**config.mk**
```make
export PLATFORM = sky130hd
export DESIGN_NAME = dir_home
export DESIGN_NICKNAME = d
export VERILOG_FILES = /design/src/rtl/dir_pkg.sv /design/src/rtl/dir_ram.sv /design/src/rtl/dir_scan.sv /design/src/rtl/dir_ctrl.sv /design/src/rtl/dir_home.sv
export SDC_FILE = /design/constraint.sdc
export NUM_CORES = 1
export LEC_CHECK = 0
export ABC_AREA = 1
export BUFFER_PORTS_ARGS = -buffer_cell sky130_fd_sc_hd__buf_2
export CORE_MARGIN = 5
export CORE_UTILIZATION = 45
export CTS_CLUSTER_SIZE = 8
export DETAILED_ROUTE_END_ITERATION = 10
export PLACE_DENSITY_LB_ADDON = 0.3
export SYNTH_ARGS = -nofsm -noshare
export SYNTH_HDL_FRONTEND = slang
export SYNTH_SLANG_ARGS = --single-unit
export TNS_END_PERCENT = 20
```
**constraint.sdc**
```tcl
create_clock -name clk -period 2.65 [get_ports clk]
set_clock_uncertainty 0.05 [all_clocks]
set_input_delay 0.1325 -clock clk [delete_from_list [all_inputs] [get_ports clk]]
set_output_delay 0.1325 -clock clk [all_outputs]
set_load 0.02 [all_outputs]
```
**src/rtl/dir_pkg.sv**
```systemverilog
package dir_pkg;
  typedef enum logic [1:0] {
    REQ_RD = 2'd0,
    REQ_WR = 2'd1,
    REQ_WB = 2'd2,
    REQ_NA = 2'd3
  } req_e;

  typedef enum logic [1:0] {
    MSG_DATA      = 2'd0,
    MSG_INV       = 2'd1,
    MSG_FETCH     = 2'd2,
    MSG_FETCH_INV = 2'd3
  } msg_e;

  localparam logic RSP_ACK  = 1'b0;
  localparam logic RSP_DATA = 1'b1;
endpackage

```
**src/rtl/dir_ram.sv**
```systemverilog
module dir_ram #(
  parameter int W  = 8,
  parameter int D  = 16,
  parameter int AW = $clog2(D)
) (
  input  logic          clk,
  input  logic          we,
  input  logic [AW-1:0] waddr,
  input  logic [W-1:0]  wdata,
  input  logic [AW-1:0] raddr,
  output logic [W-1:0]  rdata
);
  logic [W-1:0] mem [D];

  always_ff @(posedge clk) begin
    if (we) mem[waddr] <= wdata;
    rdata <= mem[raddr];
  end
endmodule

```
**src/rtl/dir_scan.sv**
```systemverilog
module dir_scan #(
  parameter int N  = 4,
  parameter int IW = 2,
  parameter int CW = 3
) (
  input  logic [N-1:0]  vec,
  output logic [IW-1:0] first,
  output logic [CW-1:0] count
);
  always_comb begin
    first = '0;
    count = '0;
    for (int i = N - 1; i >= 0; i--) begin
      if (vec[i]) first = IW'(i);
    end
    for (int i = 0; i < N; i++) begin
      count = count + CW'(vec[i]);
    end
  end
endmodule

```
**src/rtl/dir_ctrl.sv**
```systemverilog
module dir_ctrl
  import dir_pkg::*;
#(
  parameter int NPROC = 4,
  parameter int NBLK  = 16,
  parameter int DW    = 16,
  parameter int IW    = $clog2(NPROC),
  parameter int AW    = $clog2(NBLK)
) (
  input  logic             clk,
  input  logic             rst,
  input  logic             req_valid,
  output logic             req_ready,
  input  logic [1:0]       req_type,
  input  logic [IW-1:0]    req_src,
  input  logic [AW-1:0]    req_blk,
  input  logic [DW-1:0]    req_data,
  output logic             msg_valid,
  input  logic             msg_ready,
  output logic [1:0]       msg_type,
  output logic [IW-1:0]    msg_dst,
  output logic [AW-1:0]    msg_blk,
  output logic [DW-1:0]    msg_data,
  input  logic             rsp_valid,
  output logic             rsp_ready,
  input  logic             rsp_type,
  input  logic [DW-1:0]    rsp_data,
  output logic             dir_we,
  output logic [AW-1:0]    dir_waddr,
  output logic [NPROC:0]   dir_wdata,
  output logic [AW-1:0]    dir_raddr,
  input  logic [NPROC:0]   dir_rdata,
  output logic             mem_we,
  output logic [AW-1:0]    mem_waddr,
  output logic [DW-1:0]    mem_wdata,
  output logic [AW-1:0]    mem_raddr,
  input  logic [DW-1:0]    mem_rdata
);
  localparam int CW = $clog2(NPROC + 1);

  typedef enum logic [2:0] {
    S_CLR, S_IDLE, S_LOOK, S_WAITD, S_INV, S_REPLY
  } state_e;

  state_e            state;
  logic [AW-1:0]     clr_cnt;
  req_e              op_q;
  logic [IW-1:0]     src_q;
  logic [AW-1:0]     blk_q;
  logic [DW-1:0]     wbd_q;
  logic [DW-1:0]     dreg;
  logic [NPROC-1:0]  nxt_pres;
  logic              nxt_dirty;
  logic [NPROC-1:0]  pend_q;
  logic [CW-1:0]     cnt_q;

  logic              msg_valid_q;
  msg_e              msg_type_q;
  logic [IW-1:0]     msg_dst_q;
  logic [DW-1:0]     msg_data_q;

  logic [NPROC-1:0]  srcmask, pres, shr;
  logic              dirty;
  logic [IW-1:0]     owner, pend_first, shr_first;
  logic [CW-1:0]     shr_cnt, pres_cnt, pend_cnt;
  logic              slot_free, ack_fire, data_fire;

  assign srcmask   = NPROC'(1) << src_q;
  assign pres      = dir_rdata[NPROC-1:0];
  assign dirty     = dir_rdata[NPROC];
  assign shr       = pres & ~srcmask;
  assign slot_free = !msg_valid_q || msg_ready;

  dir_scan #(.N(NPROC), .IW(IW), .CW(CW)) u_scan_pres (
    .vec(pres), .first(owner), .count(pres_cnt));
  dir_scan #(.N(NPROC), .IW(IW), .CW(CW)) u_scan_shr (
    .vec(shr), .first(shr_first), .count(shr_cnt));
  dir_scan #(.N(NPROC), .IW(IW), .CW(CW)) u_scan_pend (
    .vec(pend_q), .first(pend_first), .count(pend_cnt));

  assign req_ready = (state == S_IDLE) && !msg_valid_q;
  assign rsp_ready = (state == S_WAITD) || (state == S_INV && cnt_q != '0);
  assign ack_fire  = rsp_valid && rsp_ready && (rsp_type == RSP_ACK) && (state == S_INV);
  assign data_fire = rsp_valid && rsp_ready && (rsp_type == RSP_DATA) && (state == S_WAITD);

  assign msg_valid = msg_valid_q;
  assign msg_type  = msg_type_q;
  assign msg_dst   = msg_dst_q;
  assign msg_blk   = blk_q;
  assign msg_data  = msg_data_q;

  assign dir_raddr = req_blk;
  assign mem_raddr = req_blk;
  assign dir_waddr = (state == S_CLR) ? clr_cnt : blk_q;
  assign mem_waddr = (state == S_CLR) ? clr_cnt : blk_q;

  always_comb begin
    dir_we    = 1'b0;
    dir_wdata = '0;
    mem_we    = 1'b0;
    mem_wdata = '0;
    case (state)
      S_CLR: begin
        dir_we = 1'b1;
        mem_we = 1'b1;
      end
      S_LOOK: if (op_q == REQ_WB) begin
        dir_we    = 1'b1;
        dir_wdata = {1'b0, shr};
        mem_we    = 1'b1;
        mem_wdata = wbd_q;
      end
      S_WAITD: if (data_fire && op_q == REQ_RD) begin
        mem_we    = 1'b1;
        mem_wdata = rsp_data;
      end
      S_REPLY: if (slot_free) begin
        dir_we    = 1'b1;
        dir_wdata = {nxt_dirty, nxt_pres};
      end
      default: ;
    endcase
  end

  always_ff @(posedge clk) begin
    if (rst) begin
      state       <= S_CLR;
      clr_cnt     <= '0;
      msg_valid_q <= 1'b0;
      msg_type_q  <= MSG_DATA;
      msg_dst_q   <= '0;
      msg_data_q  <= '0;
      op_q        <= REQ_RD;
      src_q       <= '0;
      blk_q       <= '0;
      wbd_q       <= '0;
      dreg        <= '0;
      nxt_pres    <= '0;
      nxt_dirty   <= 1'b0;
      pend_q      <= '0;
      cnt_q       <= '0;
    end else begin
      if (msg_valid_q && msg_ready) msg_valid_q <= 1'b0;
      case (state)
        S_CLR: begin
          clr_cnt <= clr_cnt + 1'b1;
          if (clr_cnt == AW'(NBLK - 1)) state <= S_IDLE;
        end
        S_IDLE: if (req_valid && req_ready) begin
          op_q  <= req_e'(req_type);
          src_q <= req_src;
          blk_q <= req_blk;
          wbd_q <= req_data;
          state <= S_LOOK;
        end
        S_LOOK: begin
          case (op_q)
            REQ_RD: begin
              nxt_pres  <= pres | srcmask;
              nxt_dirty <= 1'b0;
              if (!dirty) begin
                dreg  <= mem_rdata;
                state <= S_REPLY;
              end else begin
                msg_valid_q <= 1'b1;
                msg_type_q  <= MSG_FETCH;
                msg_dst_q   <= owner;
                msg_data_q  <= '0;
                state       <= S_WAITD;
              end
            end
            REQ_WR: begin
              nxt_pres  <= srcmask;
              nxt_dirty <= 1'b1;
              if (!dirty) begin
                dreg   <= mem_rdata;
                pend_q <= shr;
                cnt_q  <= shr_cnt;
                state  <= S_INV;
              end else begin
                msg_valid_q <= 1'b1;
                msg_type_q  <= MSG_FETCH_INV;
                msg_dst_q   <= owner;
                msg_data_q  <= '0;
                state       <= S_WAITD;
              end
            end
            default: state <= S_IDLE;
          endcase
        end
        S_WAITD: if (data_fire) begin
          dreg  <= rsp_data;
          state <= S_REPLY;
        end
        S_INV: begin
          if (ack_fire) cnt_q <= cnt_q - 1'b1;
          if (pend_q != '0) begin
            if (slot_free) begin
              msg_valid_q <= 1'b1;
              msg_type_q  <= MSG_INV;
              msg_dst_q   <= pend_first;
              msg_data_q  <= '0;
              pend_q      <= pend_q & ~(NPROC'(1) << pend_first);
            end
          end else if (cnt_q == '0) begin
            state <= S_REPLY;
          end
        end
        S_REPLY: if (slot_free) begin
          msg_valid_q <= 1'b1;
          msg_type_q  <= MSG_DATA;
          msg_dst_q   <= src_q;
          msg_data_q  <= dreg;
          state       <= S_IDLE;
        end
        default: state <= S_IDLE;
      endcase
    end
  end

  // an offered message is frozen until taken
  a_r10_msg_hold: assert property (@(posedge clk) disable iff (rst)
    msg_valid && !msg_ready |=> msg_valid &&
      $stable({msg_type, msg_dst, msg_blk, msg_data}));

  // the requester of a write miss never receives an invalidation
  a_r7_no_self_inv: assert property (@(posedge clk) disable iff (rst)
    msg_valid && msg_type == MSG_INV |-> msg_dst != src_q);

  // data replies always go back to the requester
  a_r2_data_to_requester: assert property (@(posedge clk) disable iff (rst)
    msg_valid && msg_type == MSG_DATA |-> msg_dst == src_q);

  // a dirty directory entry names exactly one owner
  a_r3_single_owner: assert property (@(posedge clk) disable iff (rst)
    state == S_LOOK && op_q != REQ_WB && dirty |-> $countones(pres) == 1);

  // nothing leaves the block during the reset sweep
  a_r1_quiet_sweep: assert property (@(posedge clk) disable iff (rst)
    state == S_CLR |-> !msg_valid && !req_ready);

  logic unused_ok;
  assign unused_ok = ^{shr_first, pres_cnt, pend_cnt};
endmodule

```
**src/rtl/dir_home.sv**
```systemverilog
module dir_home #(
  parameter int NPROC = 4,
  parameter int NBLK  = 16,
  parameter int DW    = 16,
  localparam int IW   = $clog2(NPROC),
  localparam int AW   = $clog2(NBLK)
) (
  input  logic          clk,
  input  logic          rst,
  input  logic          req_valid,
  output logic          req_ready,
  input  logic [1:0]    req_type,
  input  logic [IW-1:0] req_src,
  input  logic [AW-1:0] req_blk,
  input  logic [DW-1:0] req_data,
  output logic          msg_valid,
  input  logic          msg_ready,
  output logic [1:0]    msg_type,
  output logic [IW-1:0] msg_dst,
  output logic [AW-1:0] msg_blk,
  output logic [DW-1:0] msg_data,
  input  logic          rsp_valid,
  output logic          rsp_ready,
  input  logic          rsp_type,
  input  logic [DW-1:0] rsp_data
);
  logic            dir_we, mem_we;
  logic [AW-1:0]   dir_waddr, dir_raddr, mem_waddr, mem_raddr;
  logic [NPROC:0]  dir_wdata, dir_rdata;
  logic [DW-1:0]   mem_wdata, mem_rdata;

  dir_ram #(.W(NPROC + 1), .D(NBLK), .AW(AW)) u_dir (
    .clk(clk), .we(dir_we), .waddr(dir_waddr), .wdata(dir_wdata),
    .raddr(dir_raddr), .rdata(dir_rdata));

  dir_ram #(.W(DW), .D(NBLK), .AW(AW)) u_mem (
    .clk(clk), .we(mem_we), .waddr(mem_waddr), .wdata(mem_wdata),
    .raddr(mem_raddr), .rdata(mem_rdata));

  dir_ctrl #(.NPROC(NPROC), .NBLK(NBLK), .DW(DW), .IW(IW), .AW(AW)) u_ctrl (
    .clk(clk), .rst(rst),
    .req_valid(req_valid), .req_ready(req_ready), .req_type(req_type),
    .req_src(req_src), .req_blk(req_blk), .req_data(req_data),
    .msg_valid(msg_valid), .msg_ready(msg_ready), .msg_type(msg_type),
    .msg_dst(msg_dst), .msg_blk(msg_blk), .msg_data(msg_data),
    .rsp_valid(rsp_valid), .rsp_ready(rsp_ready), .rsp_type(rsp_type),
    .rsp_data(rsp_data),
    .dir_we(dir_we), .dir_waddr(dir_waddr), .dir_wdata(dir_wdata),
    .dir_raddr(dir_raddr), .dir_rdata(dir_rdata),
    .mem_we(mem_we), .mem_waddr(mem_waddr), .mem_wdata(mem_wdata),
    .mem_raddr(mem_raddr), .mem_rdata(mem_rdata));
endmodule

```
# After elaboration in Yosys (flattened, before gate mapping)
# Memories as Yosys holds them, arrays and structs flattened. A register that Yosys moved wholly into a read port is not among the register bits.
# Index checks and enable logic that the tools add are counted.
# W data, S select, Z words.
# word_totals
regBits	80
elab_cells	159
ram_bits	336
n_memories	2
# op_classes
shifts	2
n_reduce_logical	31
n_eq_ne	24
n_mux	74
bitwise_logic	6
add_sub_neg	5
# memory_table
memory	words	width	rd	rd_clocked_by_memory_dff	wr	line_no	source
u_mem.mem	16	16	1	1	1	dir_ram.sv:13	logic [W-1:0] mem [D];
u_dir.mem	16	5	1	1	1	dir_ram.sv:13	
# op_table
op	n
$mux W16	10
$pmux W16 S2	2
$pmux W16 S3	1
$mux W2	18
$mux W3	11
$mux W4	6
$pmux W3 S6	1
$ne A2 B2 Y1 const B	8
$pmux W4 S2	2
$mux W1	12
$pmux W2 S3	2
$pmux W3 S2	2
$reduce_and A6 Y1	2
$logic_and A1 B1 Y1	10
$ne A2 B1 Y1 const B	5
$pmux W5 S2	1
$pmux W1 S3	3
$and A4 B4 Y4	2
$not A4 Y4	2
$reduce_and A4 Y1	2
$shl A1 B2 Y4 const A	2
$reduce_and A7 Y1	1
$eq A3 B2 Y1 const B	2
$eq A3 B3 Y1 const B	2
26 further kinds	33

# Longest topological paths before layout
# logic_depth
depth_word	11
ltp_mapped	13
mapped_depth_nobuf	13

# Cells and area by module
# A second synthesis with hierarchy kept.
# hier_totals
cells_unflattened	2123
hier_area_um2	19547.5
# modules_own_cells
mod	seq_area_each_um2	area_each_um2	cells_each	n_inst
dir_ram at u_mem	8007.7	11380.9	1074	1
dir_ctrl	1601.5	4147.7	655	1
dir_ram at u_dir	2502.4	3733.6	355	1
dir_scan	0.0	95.1	13	3

# Worst setup path before layout
# Ideal clock, no wire load.
# synth_path
path_type	flip-flop to flip-flop
start	register u_ctrl.cnt_q[0]
end	memory u_mem.mem[0][0] (netlist bit), enable pin
slack_ns	0.221
setup_time_ns	0.364
stages_incl_launch_ff	12
arrival_time_ns	2.015
path_buffers	1
cell_sequence	dfxtp_1 -> inv_1 -> ha_1 -> ha_1 -> inv_1 -> nand3_1 -> nand2_1 -> nand4_2 -> nand3_2 -> buf_4 -> nand2_1 -> inv_1
# synth_between
elab_chain_cells	11
# synth_lines
item	line_no	source
from (decl)	dir_ctrl.sv:55	logic [CW-1:0] cnt_q;
from (signal assigned)	dir_ctrl.sv:178	cnt_q <= shr_cnt;
from (signal assigned)	dir_ctrl.sv:196	if (ack_fire) cnt_q <= cnt_q - 1'b1;
$reduce_bool A3 Y1	dir_ctrl.sv:82	assign rsp_ready = (state == S_WAITD) || (state == S_INV && cnt_q != '0);
$logic_and A1 B1 Y1	dir_ctrl.sv:82	
$logic_or A1 B1 Y1	dir_ctrl.sv:82	
via rsp_ready	dir_home.sv:23	output logic rsp_ready,
$logic_and A1 B1 Y1 (3 in series)	dir_ctrl.sv:84	assign data_fire = rsp_valid && rsp_ready && (rsp_type == RSP_DATA) && (state == S_WAITD);
$logic_and A1 B1 Y1	dir_ctrl.sv:113	S_WAITD: if (data_fire && op_q == REQ_RD) begin
$mux W1	dir_ctrl.sv:113	
$pmux W1 S3	dir_ctrl.sv:102	case (state)
$mux W1	dir_ram.sv:16	if (we) mem[waddr] <= wdata;
$mux W1 (implied by the code)	dir_ram.sv:16	
to (decl)	dir_ram.sv:13	
# The timed path passes the listed nets, and every way through them passes these cells.

# Worst setup path after layout
# layout_path
start	register u_ctrl.state[0]
end	memory u_mem.mem[4][14] (netlist bit), enable pin
# layout_between
elab_chain_cells	11
word_cells_on_any_way	15
# layout_lines
item	line_no	source
from (decl)	dir_ctrl.sv:45	state_e state;
from (signal assigned)	dir_ctrl.sv:127	state <= S_CLR;
from (signal assigned)	dir_ctrl.sv:147	if (clr_cnt == AW'(NBLK - 1)) state <= S_IDLE;
from (signal assigned)	dir_ctrl.sv:154	state <= S_LOOK;
$eq A3 B3 Y1	dir_ctrl.sv:82	
$logic_and A1 B1 Y1	dir_ctrl.sv:82	
$logic_or A1 B1 Y1	dir_ctrl.sv:82	
$logic_and A1 B1 Y1 (3 in series)	dir_ctrl.sv:84	
$logic_and A1 B1 Y1	dir_ctrl.sv:113	
$mux W1	dir_ctrl.sv:113	
$pmux W1 S3	dir_ctrl.sv:102	
$mux W1	dir_ram.sv:16	
$mux W1 (implied by the code)	dir_ram.sv:16	
# Parallel ways exist; a longest one is shown, timed or not.

==> out/qor.log <==
INFO  route          drc=0
INFO  sta            final_min_period_over_clock_period=89.99%
INFO  logic_synthesis postSynthRegisterBits=437
INFO  grt            gr-total-overflow=0
INFO  clocking       worst_skew_pair.late_latency=0.60ns
INFO  route          viasPerCell=5.320
INFO  route          drt_pre_antenna_iters=5
INFO  final_layout   layout_cells_excl_fill=2484
INFO  route          ant_nets=0
INFO  power          power_density=786.7nW/um^2
INFO  logic_synthesis netlist.area_leader.share=54.78%
INFO  final_layout   diodes=0
INFO  floorplan      initial_core_util=45.31%
INFO  final_layout   final_layout_size_suffix_gt1_share=12.40%
INFO  final_layout   finalNetCount=1984
INFO  sta            fin_hold_ws=0.05682ns
INFO  floorplan      die_w=212.3um
INFO  power          vdd_ir_drop_max=0.0005627V
INFO  critical_path  setup.worst_path.end=u_mem.mem[4][14]$_DFFE_PP_
INFO  placement      placedCellCount=2361
INFO  critical_path  worst-r2r-cell-count=11
INFO  logic_synthesis synth-async-reset-ratio=0%
INFO  floorplan      top_level_ports=73
INFO  route          drt_iter0_markers=1440
INFO  critical_path  cpMaxStageDelayCell=sky130_fd_sc_hd__dfxtp_1
INFO  critical_path  timing.critical_path.from=u_ctrl.state[0]$_SDFFE_PP0P_
INFO  sta            final_period_minus_worst_setup_slack=2.385ns
INFO  logic_synthesis synth_top_cell_by_area=sky130_fd_sc_hd__edfxtp_1
INFO  grt            grt_pass1_vias=12492
INFO  clocking       htree_num_levels=2
INFO  power          total_power=17260uW
INFO  clocking       post_cts.repair.setup_buffers=0
INFO  grt            wire_length_of_the_first_global_routing_pass=70770um
INFO  grt            largest_net_degree_at_the_start_of_global_routing=93
INFO  critical_path  endpoint_required_time_on_the_critical_path=2.90ns
INFO  clocking       cts_buffer_count=60
INFO  clocking       clock_tree.buffer_depth=3
INFO  floorplan      core=40650um^2
INFO  logic_synthesis synth.top_cells.by_area=sky130_fd_sc_hd__edfxtp_1 55%, sky130_fd_sc_hd__dfxtp_1 11%, sky130_fd_sc_hd__inv_1 5.4%, sky130_fd_sc_hd__nand2_1 5.0%, sky130_fd_sc_hd__nand3_1 4.3%
INFO  logic_synthesis post_synthesis_average_cell_area=10.32um^2
INFO  placement      portBuffers=72
INFO  logic_synthesis mappedNetlistNets=1836
INFO  sta            setup_total_negative_slack=0ns
INFO  route          routed-wl-met3=3061um
INFO  sta            achievable_clock_frequency=0.4194GHz
INFO  floorplan      die_y=212.3um
INFO  hold_path      timing.hold.worst.class=input port to flip-flop
INFO  clocking       clk_root_buffer_cell=sky130_fd_sc_hd__clkbuf_16
INFO  sta            tightestPinTransition=0.9853ns
INFO  final_layout   area.growth.synth_to_final=19.09%
INFO  sta            final_setup_fails=0
INFO  floorplan      dieArea=45080um^2
INFO  critical_path  cpPeakStageDelay=0.47ns
INFO  outcome        run_status=finished, final reports clean
INFO  final_layout   final_core_utilization=53.96%
INFO  logic_synthesis syn-instance-count=1784
INFO  logic_synthesis yosysSeqAreaShare=65.76%
INFO  clocking       tritoncts=built
INFO  critical_path  setup.worst_path.start_class=flip-flop
INFO  grt            track_usage=20.03%
INFO  logic_synthesis library_cell_with_the_highest_instance_count_after_synthesis=sky130_fd_sc_hd__edfxtp_1
INFO  placement      gp_congestion=0.8647
INFO  sta            unrepaired_setup_endpoints_after_global_routing=false
INFO  route          num_vias=13215
INFO  sta            finalMaxSlewViolations=0
INFO  power          total_leakage_power=0.008843uW
INFO  logic_synthesis synthesis_warning_total=0
INFO  route          wirelength_met1=20520um
INFO  sta            timing.max_slew.rel_slack=34.30%
INFO  logic_synthesis synth.top_cells.by_count=336 x sky130_fd_sc_hd__edfxtp_1, 264 x sky130_fd_sc_hd__inv_1, 246 x sky130_fd_sc_hd__nand2_1
INFO  critical_path  worst-path-max-fanout=16
INFO  floorplan      core.rowCount=74
INFO  route          wl_met2=21360um
INFO  grt            antenna_found_initial=0
INFO  logic_synthesis synth-main-ff-cell=sky130_fd_sc_hd__edfxtp_1
INFO  critical_path  reg2reg_setup_slack=0.27ns
INFO  placement      hpwl=29420um
INFO  critical_path  critPathCaptureType=flip-flop
INFO  critical_path  arrival=2.63ns
INFO  critical_path  reg2reg_to=u_mem.mem[4][14]$_DFFE_PP_
INFO  critical_path  critPathKind=flip-flop to flip-flop
INFO  route          drt_wirelength=46330um
INFO  critical_path  regToRegStartpoint=u_ctrl.state[0]$_SDFFE_PP0P_
INFO  logic_synthesis summed_instance_area_of_the_synthesized_netlist=18420um^2
INFO  sta            final_hold_violations=0
INFO  logic_synthesis synth_cell_types=35
INFO  clocking       total_clock_sinks=437
INFO  route          post_drt_wl_per_cell=18.65um
INFO  route          top_sig_layer=met4
INFO  clocking       clk_pin_slew=0.05ns
INFO  run            max_cap_violations=0
INFO  critical_path  list_of_cells_traversed_by_the_critical_path=nor2_2 -> nand2_2 -> inv_1 -> nand2_1 -> o21ai_1 -> inv_1 -> nand2_1 -> nor2_1 -> nand2_1 -> inv_1 -> buf_12
INFO  logic_synthesis synth-edff-count=336
worst max-delay path: cells and delay by family (launching register included):
kind	cells	cell delay [ns]
simple gates	6	0.99
buf+inv	4	0.49
flops	1	0.47
compound gates	1	0.09
layout make-up:
class	instances	area, um^2
fill	3419	18710
sequential	437	12110
multi-input combinational	970	4838
timing repair buffer	192	1663
clock buffer	78	1569
inverter	271	1017
tap	532	665.6
clock inverter	4	70.07
logic make-up (layout without fill, tap and decap cells):
logic type,Yosys count,in the layout,share of synthesized area (%)
compound gates,433,433,13.32
xor+xnor,1,1,0.04756
fa+ha+maj,6,6,0.4483
buf+inv,377,545,7.989
flops,437,437,65.76
simple gates,530,530,12.44
flip-flops by register name, indices dropped and copies added, names as in the netlist, 3 cells and up:
name,flops
u_ctrl.state,3
u_mem.mem,256
u_dir.rdata,5
u_ctrl.clr_cnt,4
u_ctrl.cnt_q,3
u_ctrl.nxt_pres,4
u_dir.mem,80
u_ctrl.pend_q,4
u_ctrl.msg_blk,4
u_mem.rdata,16
u_ctrl.msg_data,16
u_ctrl.dreg,16
u_ctrl.wbd_q,16
cells in the final DEF (no fill, tap or decap), drive strengths merged, types with 19 or more instances in the layout:
cell type,instances
a21oi,147
a31oi,19
buf,150
clkbuf,79
dfxtp,101
dlygate4sd3,41
edfxtp,336
inv,270
nand2,251
nand3,163
nor2,95
o211ai,87
o21ai,162
report_power, final:
part           switching [uW]  internal, uW  total [uW]  leakage, uW
Sequential                213          8160        8370      0.00384
Combinational            1420           720        2140      0.00422
Clock                    2680          4060        6740     0.000790
per-stage QoR:
stage	setup WS, ns	area, um^2
3_3_place_gp	0.2619	19880
3_5_place_dp	0.1948	19880
6_report	0.2654	21930
5_1_grt	0.09574	21930
4_1_cts	0.1801	21930
2_1_floorplan	0.2208	18420
worst min-delay path by stage:
stage	start	end	slack, ns	cells after the start
global route	req_blk[3]	u_dir.rdata[0]$_DFF_P_	0.05	4
floorplan	req_blk[3]	u_dir.rdata[0]$_DFF_P_	0.22	2
global placement	req_data[3]	u_ctrl.wbd_q[3]$_SDFFE_PP0P_	0.36	3
CTS	req_blk[3]	u_dir.rdata[0]$_DFF_P_	0.02	4
finish	req_blk[3]	u_dir.rdata[0]$_DFF_P_	0.06	4
detailed placement	req_data[3]	u_ctrl.wbd_q[3]$_SDFFE_PP0P_	0.37	3
repair_timing:
item                       CTS  global route
resized for setup            0             1
hold buffers                41             0
hold endpoints to repair    47             0
setup endpoints to repair    0           100
routing by layer:
layer  up-vias  GRT usage [%]
met4         0          6.864
met3        80          2.981
met5         -              0
met2       456          31.86
met1      6261          28.46
li1       6418              -
No activity file was read; power rests on OpenSTA's default activity.
